`src/rtl/lock_guard_pkg.sv`:
```
package lock_guard_pkg;
  typedef enum logic [1:0] {
    CMD_NONE   = 2'd0,
    CMD_LOCK   = 2'd1,
    CMD_UNLOCK = 2'd2
  } lock_cmd_e;
endpackage

```
`src/rtl/lkg_key_arm.sv`:
```
module lkg_key_arm #(
  parameter int ADDR_W = 8,
  parameter int DATA_W = 32,
  parameter logic [ADDR_W-1:0] KEY_ADDR = 8'h18,
  parameter logic [DATA_W-1:0] KEY_VAL  = 32'h5AF0_5AF0
) (
  input  logic              clk_i,
  input  logic              rst_ni,
  input  logic              wr_en_i,
  input  logic [ADDR_W-1:0] wr_addr_i,
  input  logic [DATA_W-1:0] wr_data_i,
  output logic              armed_o
);
  logic key_hit;
  logic armed_q;

  assign key_hit = (wr_addr_i == KEY_ADDR) && (wr_data_i == KEY_VAL);

  // every register write re-decides arming; idle cycles hold it
  always_ff @(posedge clk_i or negedge rst_ni) begin
    if (!rst_ni)      armed_q <= 1'b0;
    else if (wr_en_i) armed_q <= key_hit;
  end

  assign armed_o = armed_q;

  p_stray_write_disarms_r6: assert property (@(posedge clk_i) disable iff (!rst_ni)
    (wr_en_i && wr_addr_i != KEY_ADDR) |=> !armed_o);
  p_bad_key_disarms_r5: assert property (@(posedge clk_i) disable iff (!rst_ni)
    (wr_en_i && wr_data_i != KEY_VAL) |=> !armed_o);
  p_idle_keeps_arm_r10: assert property (@(posedge clk_i) disable iff (!rst_ni)
    !wr_en_i |=> $stable(armed_o));
  p_rekey_stays_armed_r11: assert property (@(posedge clk_i) disable iff (!rst_ni)
    (armed_o && wr_en_i && wr_addr_i == KEY_ADDR && wr_data_i == KEY_VAL) |=> armed_o);
endmodule

```
`src/rtl/lkg_lock_state.sv`:
```
module lkg_lock_state
  import lock_guard_pkg::*;
#(
  parameter int ADDR_W = 8,
  parameter int DATA_W = 32,
  parameter logic [ADDR_W-1:0] CTRL_ADDR   = 8'h1C,
  parameter logic [DATA_W-1:0] LOCK_CODE   = 32'h1,
  parameter logic [DATA_W-1:0] UNLOCK_CODE = 32'h2
) (
  input  logic              clk_i,
  input  logic              rst_ni,
  input  logic              wr_en_i,
  input  logic [ADDR_W-1:0] wr_addr_i,
  input  logic [DATA_W-1:0] wr_data_i,
  input  logic              armed_i,
  output logic              locked_o
);
  lock_cmd_e cmd;
  logic      locked_q;

  always_comb begin
    cmd = CMD_NONE;
    if (wr_en_i && armed_i && wr_addr_i == CTRL_ADDR) begin
      if (wr_data_i == LOCK_CODE)        cmd = CMD_LOCK;
      else if (wr_data_i == UNLOCK_CODE) cmd = CMD_UNLOCK;
    end
  end

  always_ff @(posedge clk_i or negedge rst_ni) begin
    if (!rst_ni) locked_q <= 1'b0;
    else begin
      case (cmd)
        CMD_LOCK:   locked_q <= 1'b1;
        CMD_UNLOCK: locked_q <= 1'b0;
        default:    locked_q <= locked_q;
      endcase
    end
  end

  assign locked_o = locked_q;

  p_unarmed_no_change_r4: assert property (@(posedge clk_i) disable iff (!rst_ni)
    !armed_i |=> $stable(locked_o));
  p_lock_cmd_r2: assert property (@(posedge clk_i) disable iff (!rst_ni)
    (armed_i && wr_en_i && wr_addr_i == CTRL_ADDR && wr_data_i == LOCK_CODE) |=> locked_o);
  p_unlock_cmd_r3: assert property (@(posedge clk_i) disable iff (!rst_ni)
    (armed_i && wr_en_i && wr_addr_i == CTRL_ADDR && wr_data_i == UNLOCK_CODE) |=> !locked_o);
  p_other_code_ignored_r8: assert property (@(posedge clk_i) disable iff (!rst_ni)
    (wr_en_i && wr_addr_i == CTRL_ADDR && wr_data_i != LOCK_CODE && wr_data_i != UNLOCK_CODE)
      |=> $stable(locked_o));
endmodule

```
`src/rtl/lkg_we_gate.sv`:
```
module lkg_we_gate #(
  parameter int TBL_PORTS = 1
) (
  input  logic                 clk_i,
  input  logic                 rst_ni,
  input  logic                 locked_i,
  input  logic [TBL_PORTS-1:0] tbl_we_i,
  output logic [TBL_PORTS-1:0] tbl_we_o
);
  for (genvar g = 0; g < TBL_PORTS; g++) begin : g_lane
    assign tbl_we_o[g] = tbl_we_i[g] & ~locked_i;
  end

  p_locked_blocks_r9: assert property (@(posedge clk_i) disable iff (!rst_ni)
    locked_i |-> (tbl_we_o == '0));
  p_unlocked_passes_r9: assert property (@(posedge clk_i) disable iff (!rst_ni)
    !locked_i |-> (tbl_we_o == tbl_we_i));
endmodule

```
`src/rtl/cfg_lock_guard.sv`:
```
module cfg_lock_guard #(
  parameter int ADDR_W    = 8,
  parameter int DATA_W    = 32,
  parameter int TBL_PORTS = 2,
  parameter logic [ADDR_W-1:0] KEY_ADDR    = 8'h18,
  parameter logic [ADDR_W-1:0] CTRL_ADDR   = 8'h1C,
  parameter logic [DATA_W-1:0] KEY_VAL     = 32'h5AF0_5AF0,
  parameter logic [DATA_W-1:0] LOCK_CODE   = 32'h1,
  parameter logic [DATA_W-1:0] UNLOCK_CODE = 32'h2
) (
  input  logic                 clk_i,
  input  logic                 rst_ni,
  input  logic                 wr_en_i,
  input  logic [ADDR_W-1:0]    wr_addr_i,
  input  logic [DATA_W-1:0]    wr_data_i,
  input  logic [TBL_PORTS-1:0] tbl_we_i,
  output logic [TBL_PORTS-1:0] tbl_we_o,
  output logic                 locked_o
);
  logic armed;
  logic locked;

  lkg_key_arm #(
    .ADDR_W(ADDR_W), .DATA_W(DATA_W), .KEY_ADDR(KEY_ADDR), .KEY_VAL(KEY_VAL)
  ) u_arm (
    .clk_i(clk_i), .rst_ni(rst_ni), .wr_en_i(wr_en_i),
    .wr_addr_i(wr_addr_i), .wr_data_i(wr_data_i), .armed_o(armed)
  );

  lkg_lock_state #(
    .ADDR_W(ADDR_W), .DATA_W(DATA_W), .CTRL_ADDR(CTRL_ADDR),
    .LOCK_CODE(LOCK_CODE), .UNLOCK_CODE(UNLOCK_CODE)
  ) u_state (
    .clk_i(clk_i), .rst_ni(rst_ni), .wr_en_i(wr_en_i),
    .wr_addr_i(wr_addr_i), .wr_data_i(wr_data_i),
    .armed_i(armed), .locked_o(locked)
  );

  lkg_we_gate #(.TBL_PORTS(TBL_PORTS)) u_gate (
    .clk_i(clk_i), .rst_ni(rst_ni), .locked_i(locked),
    .tbl_we_i(tbl_we_i), .tbl_we_o(tbl_we_o)
  );

  assign locked_o = locked;

  p_cmd_disarms_r7: assert property (@(posedge clk_i) disable iff (!rst_ni)
    (wr_en_i && wr_addr_i == CTRL_ADDR) |=> !armed);
  p_reset_unlocked_r1: assert property (@(posedge clk_i)
    !rst_ni |-> (!locked_o && !armed));
endmodule

```
`config.mk`:
```
export PLATFORM = sky130hd
export DESIGN_NAME = cfg_lock_guard
export DESIGN_NICKNAME = d
export VERILOG_FILES = /design/src/rtl/lock_guard_pkg.sv /design/src/rtl/lkg_key_arm.sv /design/src/rtl/lkg_lock_state.sv /design/src/rtl/lkg_we_gate.sv /design/src/rtl/cfg_lock_guard.sv
export SDC_FILE = /design/constraint.sdc
export NUM_CORES = 1
export LEC_CHECK = 0
export BUFFER_PORTS_ARGS = -buffer_cell sky130_fd_sc_hd__buf_2
export CORE_AREA = 2 2 39 41
export CTS_BUF_LIST = sky130_fd_sc_hd__clkbuf_8 sky130_fd_sc_hd__clkbuf_16
export CTS_CLUSTER_SIZE = 10
export DETAILED_ROUTE_END_ITERATION = 10
export DIE_AREA = 0 0 41 43
export PLACE_DENSITY = 0.72
export SYNTH_ARGS = -nofsm -noshare
export SYNTH_HDL_FRONTEND = slang
export SYNTH_HIERARCHICAL = 1
export SYNTH_SLANG_ARGS = --single-unit
```
`constraint.sdc`:
```
create_clock -name clk_i -period 3.46 [get_ports clk_i]
set_input_delay 0.173 -clock clk_i [delete_from_list [all_inputs] [get_ports clk_i]]
set_output_delay 0.173 -clock clk_i [all_outputs]
set_load 0.05 [all_outputs]
```
**After elaboration in Yosys (flattened, before gate mapping)**

Cells that the tools add are included.

- Flip-flop bits (word level): 2
- Bits of input ports: 45
- Output and inout port bits: 3
- Word-level logic and storage cells: 20

- Equal/unequal tests: 7
- Multiplexer cells: 4
- Bitwise gates (word level): 3
- Reduce and logical (&&, ||, !) cells: 4

Operators with widths:

| kind | count |
|---|---|
| $eq A32 B1 Y1 const B | 1 |
| $eq A32 B2 Y1 const B | 1 |
| $eq A32 B31 Y1 const B | 1 |
| $eq A8 B5 Y1 const B | 2 |
| $mux W2 | 3 |
| $logic_and A1 B1 Y1 | 3 |
| $and A1 B1 Y1 | 2 |
| $eq A2 B1 Y1 const B | 1 |
| $eq A2 B2 Y1 const B | 1 |
| $pmux W1 S2 | 1 |
| $reduce_bool A2 Y1 | 1 |
| $not A1 Y1 | 1 |

**Logic depth before layout (Yosys ltp)**

- Depth after elaboration: 6
- Depth in mapped cells: 6
- Gate-level depth less buffers: 6

**Hierarchy**

The synthesis kept the hierarchy.

Modules (own cells, without submodules):

| module | instances | cells each | area an instance (µm²) | sequential area each (µm²) |
|---|---|---|---|---|
| lkg_lock_state | 1 | 22 | 182.7 | 25.0 |
| lkg_key_arm | 1 | 17 | 180.2 | 25.0 |
| lkg_we_gate | 1 | 2 | 12.5 | 0.0 |

**Least setup slack after synthesis**

Ideal clock, no wire load.

- Kind: flip-flop to flip-flop
- From: reg u_arm.armed_q (netlist: u_arm/armed_o)
- To: reg u_state.locked_q (netlist: u_state/locked_o)
- Setup time: 127 ps
- Arrival: 1,595 ps
- Required time: 3,333 ps
- Slack: 1,738 ps
- Cell stages (with the launch flop): 7
- Path buffers: 0
- Period minus slack after synthesis: 1,722 ps
- Cells stage by stage: dfrtp_1 nor4bb_1 nand3_1 or4_1 ha_1 nand2_1 o21ai_0

- Cells in the longest elaborated chain, start to end: 5
- Elaborated cells on any way between the ends: 7
- Classes of those cells: 2 x eq/ne; 2 x mux; 3 x reduce/logical

Ends and longest elaborated chain:

| element | RTL line | text |
|---|---|---|
| start: declaration | lkg_key_arm.sv:15 | `logic armed_q;` |
| start signal: assignment | lkg_key_arm.sv:22 | `else if (wr_en_i) armed_q <= key_hit;` |
| $logic_and A1 B1 Y1 * (2 in series) | lkg_lock_state.sv:23 | `if (wr_en_i && armed_i && wr_addr_i == CTRL_ADDR) begin` |
| $mux W2 * | lkg_lock_state.sv:23 |  |
| $eq A2 B2 Y1 / $eq A2 B1 Y1 (equally long branches) | lkg_lock_state.sv:32 | `case (cmd)` |
| $pmux W1 S2 / $reduce_bool A2 Y1 (equally long branches) | -- |  |
| end signal: assignment | lkg_lock_state.sv:35 | `default: locked_q <= locked_q;` |
| end: declaration | lkg_lock_state.sv:19 | `logic locked_q;` |

Every way passes the cells marked *; elsewhere a longest branch is shown, timed or not.
A chain may end at the register's enable or synchronous reset.

**Final worst setup path**

Ends and elaborated chain as after synthesis.

==> impl_metrics.env <==
export IMPL_synth_ff_type="dfrtp_1"
export IMPL_synth_most_common_cell="nand4_1"
export IMPL_slew_headroom_pct=81.6
export IMPL_grt_util_all_layers_pct=17.2
export IMPL_min_from="wr_en_i"
export IMPL_ant_nets=0
export IMPL_cts_resized=0
export IMPL_synth_top_family_by_area="simple AND/OR/NAND/NOR gates"
export IMPL_grt_pass1_wl_mm=2.17
export IMPL_power_density_mw_per_mm2=241
export IMPL_area_growth_pct=81.7
export IMPL_synth_fa_ha_area_share_pct=3.33
export IMPL_fp_dieH_um=43
export IMPL_drt_iter0_markers=7
export IMPL_rr_startpoint="u_arm/armed_o$_DFFE_PN0P_"
export IMPL_period_minus_slack_ps=1850
export IMPL_finalSetupViolations=0
export IMPL_die_area_mm2=0.00176
export IMPL_async_flop_share_pct=100
export IMPL_grt_pass1_vias=614
export IMPL_num_io_pins=48
export IMPL_max_freq_mhz=541
export IMPL_start_kind="flip-flop"
export IMPL_grt_max_degree=5
export IMPL_drv_cap=0
export IMPL_via_count=568
export IMPL_reg2reg_slack_ps=1610
export IMPL_end_kind="flip-flop"
export IMPL_htree_levels=1
export IMPL_hold_depth=2
export IMPL_crit_required_ps=3550
export IMPL_yosysTopAreaCellShare_pct=13.3
export IMPL_synthXorXnorAreaFrac_pct=0
export IMPL_synthSimpleGateAreaFrac_pct=76.7
export IMPL_drt_pass1_iter_count=4
export IMPL_ir_worst_vdd_v=0.000112
export IMPL_drt_total_wl_mm=1.23
export IMPL_synth_common_cells="nand4_1, nor2_1, nor4_1, nor4bb_1"
export IMPL_maxSlewViolCount=0
export IMPL_tns_ps=0
export IMPL_rsz0062_at_grt="no"
export IMPL_clock_skew_final_ps=0.888
export IMPL_outcome="finished, final reports clean"
export IMPL_ff2ff_path_depth=6
export IMPL_fin_crit_sh_pct=53.4
export IMPL_placementRows=14
export IMPL_gp_congestion=0.691
export IMPL_synth_area_leaders="dfrtp_1, nor4b_2, nor4bb_1"
export IMPL_worstMarginPinSlew_ps=273
export IMPL_drcViolationCount=0
export IMPL_antenna_found_initial=0
export IMPL_numCtsBuffers=3
export IMPL_cts_tree="built"
export IMPL_hold_path_endpoint="u_arm/armed_o$_DFFE_PN0P_"
export IMPL_hold_viol=0
export IMPL_avgViaCountPerCell=5.26
export IMPL_critPathKind="flip-flop to flip-flop"
export IMPL_wire_per_inst_um=11.4
export IMPL_synth_edff_count=0
export IMPL_synthesis_area_um2=375
export IMPL_cts_root_buf="clkbuf_8"
export IMPL_die_w_um=41
export IMPL_r2r_end="u_state/locked_o$_DFFE_PN0P_"
export IMPL_core_mm2=0.00138
export IMPL_ys_seq_area_share_pct=13.3
export IMPL_synth_mux_area_fraction_pct=0
export IMPL_cts_sinks=2
export IMPL_arrival_ps=1930
export IMPL_synth_compound_area_share_pct=5.67
export IMPL_clk_path_buf_depth=2
export IMPL_syn_nets=87
export IMPL_power_leakage_uw=0.000314
export IMPL_post_cts_buffers=0
export IMPL_dp_final_hpwl_mm=1.11
export IMPL_ctsHoldBuffers=1
export IMPL_hold_class="primary input to flip-flop"
export IMPL_clk_pin_slew_ps=30
export IMPL_yosys_area_top_type="dfrtp_1"
export IMPL_synthCells=41
export IMPL_insertedDiodeCount=0
export IMPL_initial_core_util_pct=27.1
export IMPL_drive_gt1_share_pct=63.0
export IMPL_power_total_uw=165
export IMPL_crit_fanout=2
export IMPL_clock_latency_ps=210
export IMPL_grt_overflow=0
export IMPL_avgSynthCellArea_um2=9.16
export IMPL_fin_nets=140
export IMPL_ys_types=21
export IMPL_port_buffers=47
export IMPL_ys_ff_latch=2
export IMPL_ys_warnings_count=6
## how the worst max path moves through the flow
stage / startpoint / end / slack (ps) / cells after the start
final: u_arm/armed_o$_DFFE_PN0P_ / u_state/locked_o$_DFFE_PN0P_ / 1610 / 6
after global routing: u_arm/armed_o$_DFFE_PN0P_ / u_state/locked_o$_DFFE_PN0P_ / 1410 / 6
after CTS: u_arm/armed_o$_DFFE_PN0P_ / u_state/locked_o$_DFFE_PN0P_ / 1570 / 6
after detailed placement: u_arm/armed_o$_DFFE_PN0P_ / u_state/locked_o$_DFFE_PN0P_ / 1590 / 6
after global placement: u_arm/armed_o$_DFFE_PN0P_ / u_state/locked_o$_DFFE_PN0P_ / 1640 / 6
after floorplan: u_arm/armed_o$_DFFE_PN0P_ / u_state/locked_o$_DFFE_PN0P_ / 1740 / 6
## layer usage
layer / GRT usage, % / vias to the layer above / wire length (um)
li1: - / 283 / -
met1: 17.9 / 255 / 451
met2: 31.3 / 30 / 669
met3: 2.09 / 0 / 112
met4: 8.00 / 0 / 0
met5: 0 / - / 0
## cells in the final DEF (no fill, tap or decap), types with 2 or more instances in the layout
master    netlist  layout
buf_2           0      47
clkbuf_8        0       3
dfrtp_1         2       2
nand2b_1        2       2
nand4_1         5       5
nor2_1          4       4
nor2b_1         2       2
nor4_1          4       4
nor4_2          3       3
nor4b_2         3       3
nor4bb_1        4       4
## cell type report
type	instances	area [um^2]
sequential	2	50.0
clock buffer	3	41.3
timing repair buffer	48	245
tap	16	20.0
multi-input combinational	38	322
inverter	1	3.75
fill	149	702
## registers in the layout, summed over array words and instances (netlist names)
signal and count:
u_arm/armed_o 1, u_state/locked_o 1
## report_power, final
part,internal (uW),switching [uW]
sequential,23.6,0.0000000000000124
clock,73.5,18.1
combinational,26.9,22.5
total,124,40.5
## cell families after synthesis
logic type / after synthesis
adder cells (fa/ha/maj): 1
flip-flops: 2
buffers and inverters: 1
AO/OA/AOI/OAI: 2
AND/OR/NAND/NOR: 35
## critical path, stage by stage (launching register included)
cell and delay (ps):
dfrtp_1 330, nor4bb_1 300, nand3_1 140, or4_1 520
ha_1 300, nand2_1 60, o21ai_0 70
## metrics by stage
stage | area, um^2 | cells | hold slack [ps] | util [%] | setup slack, ps
final | 682 | 108 | 182 | 49.3 | 1610
after global placement | 631 | 104 | -41.4 | 45.6 | 1640
after global routing | 682 | 108 | 196 | 49.3 | 1410
after detailed placement | 631 | 104 | -41.4 | 45.6 | 1590
after floorplan | 375 | 41 | -123 | - | 1740
after CTS | 682 | 108 | 182 | 49.3 | 1570
(Power assumes the default switching activity.)
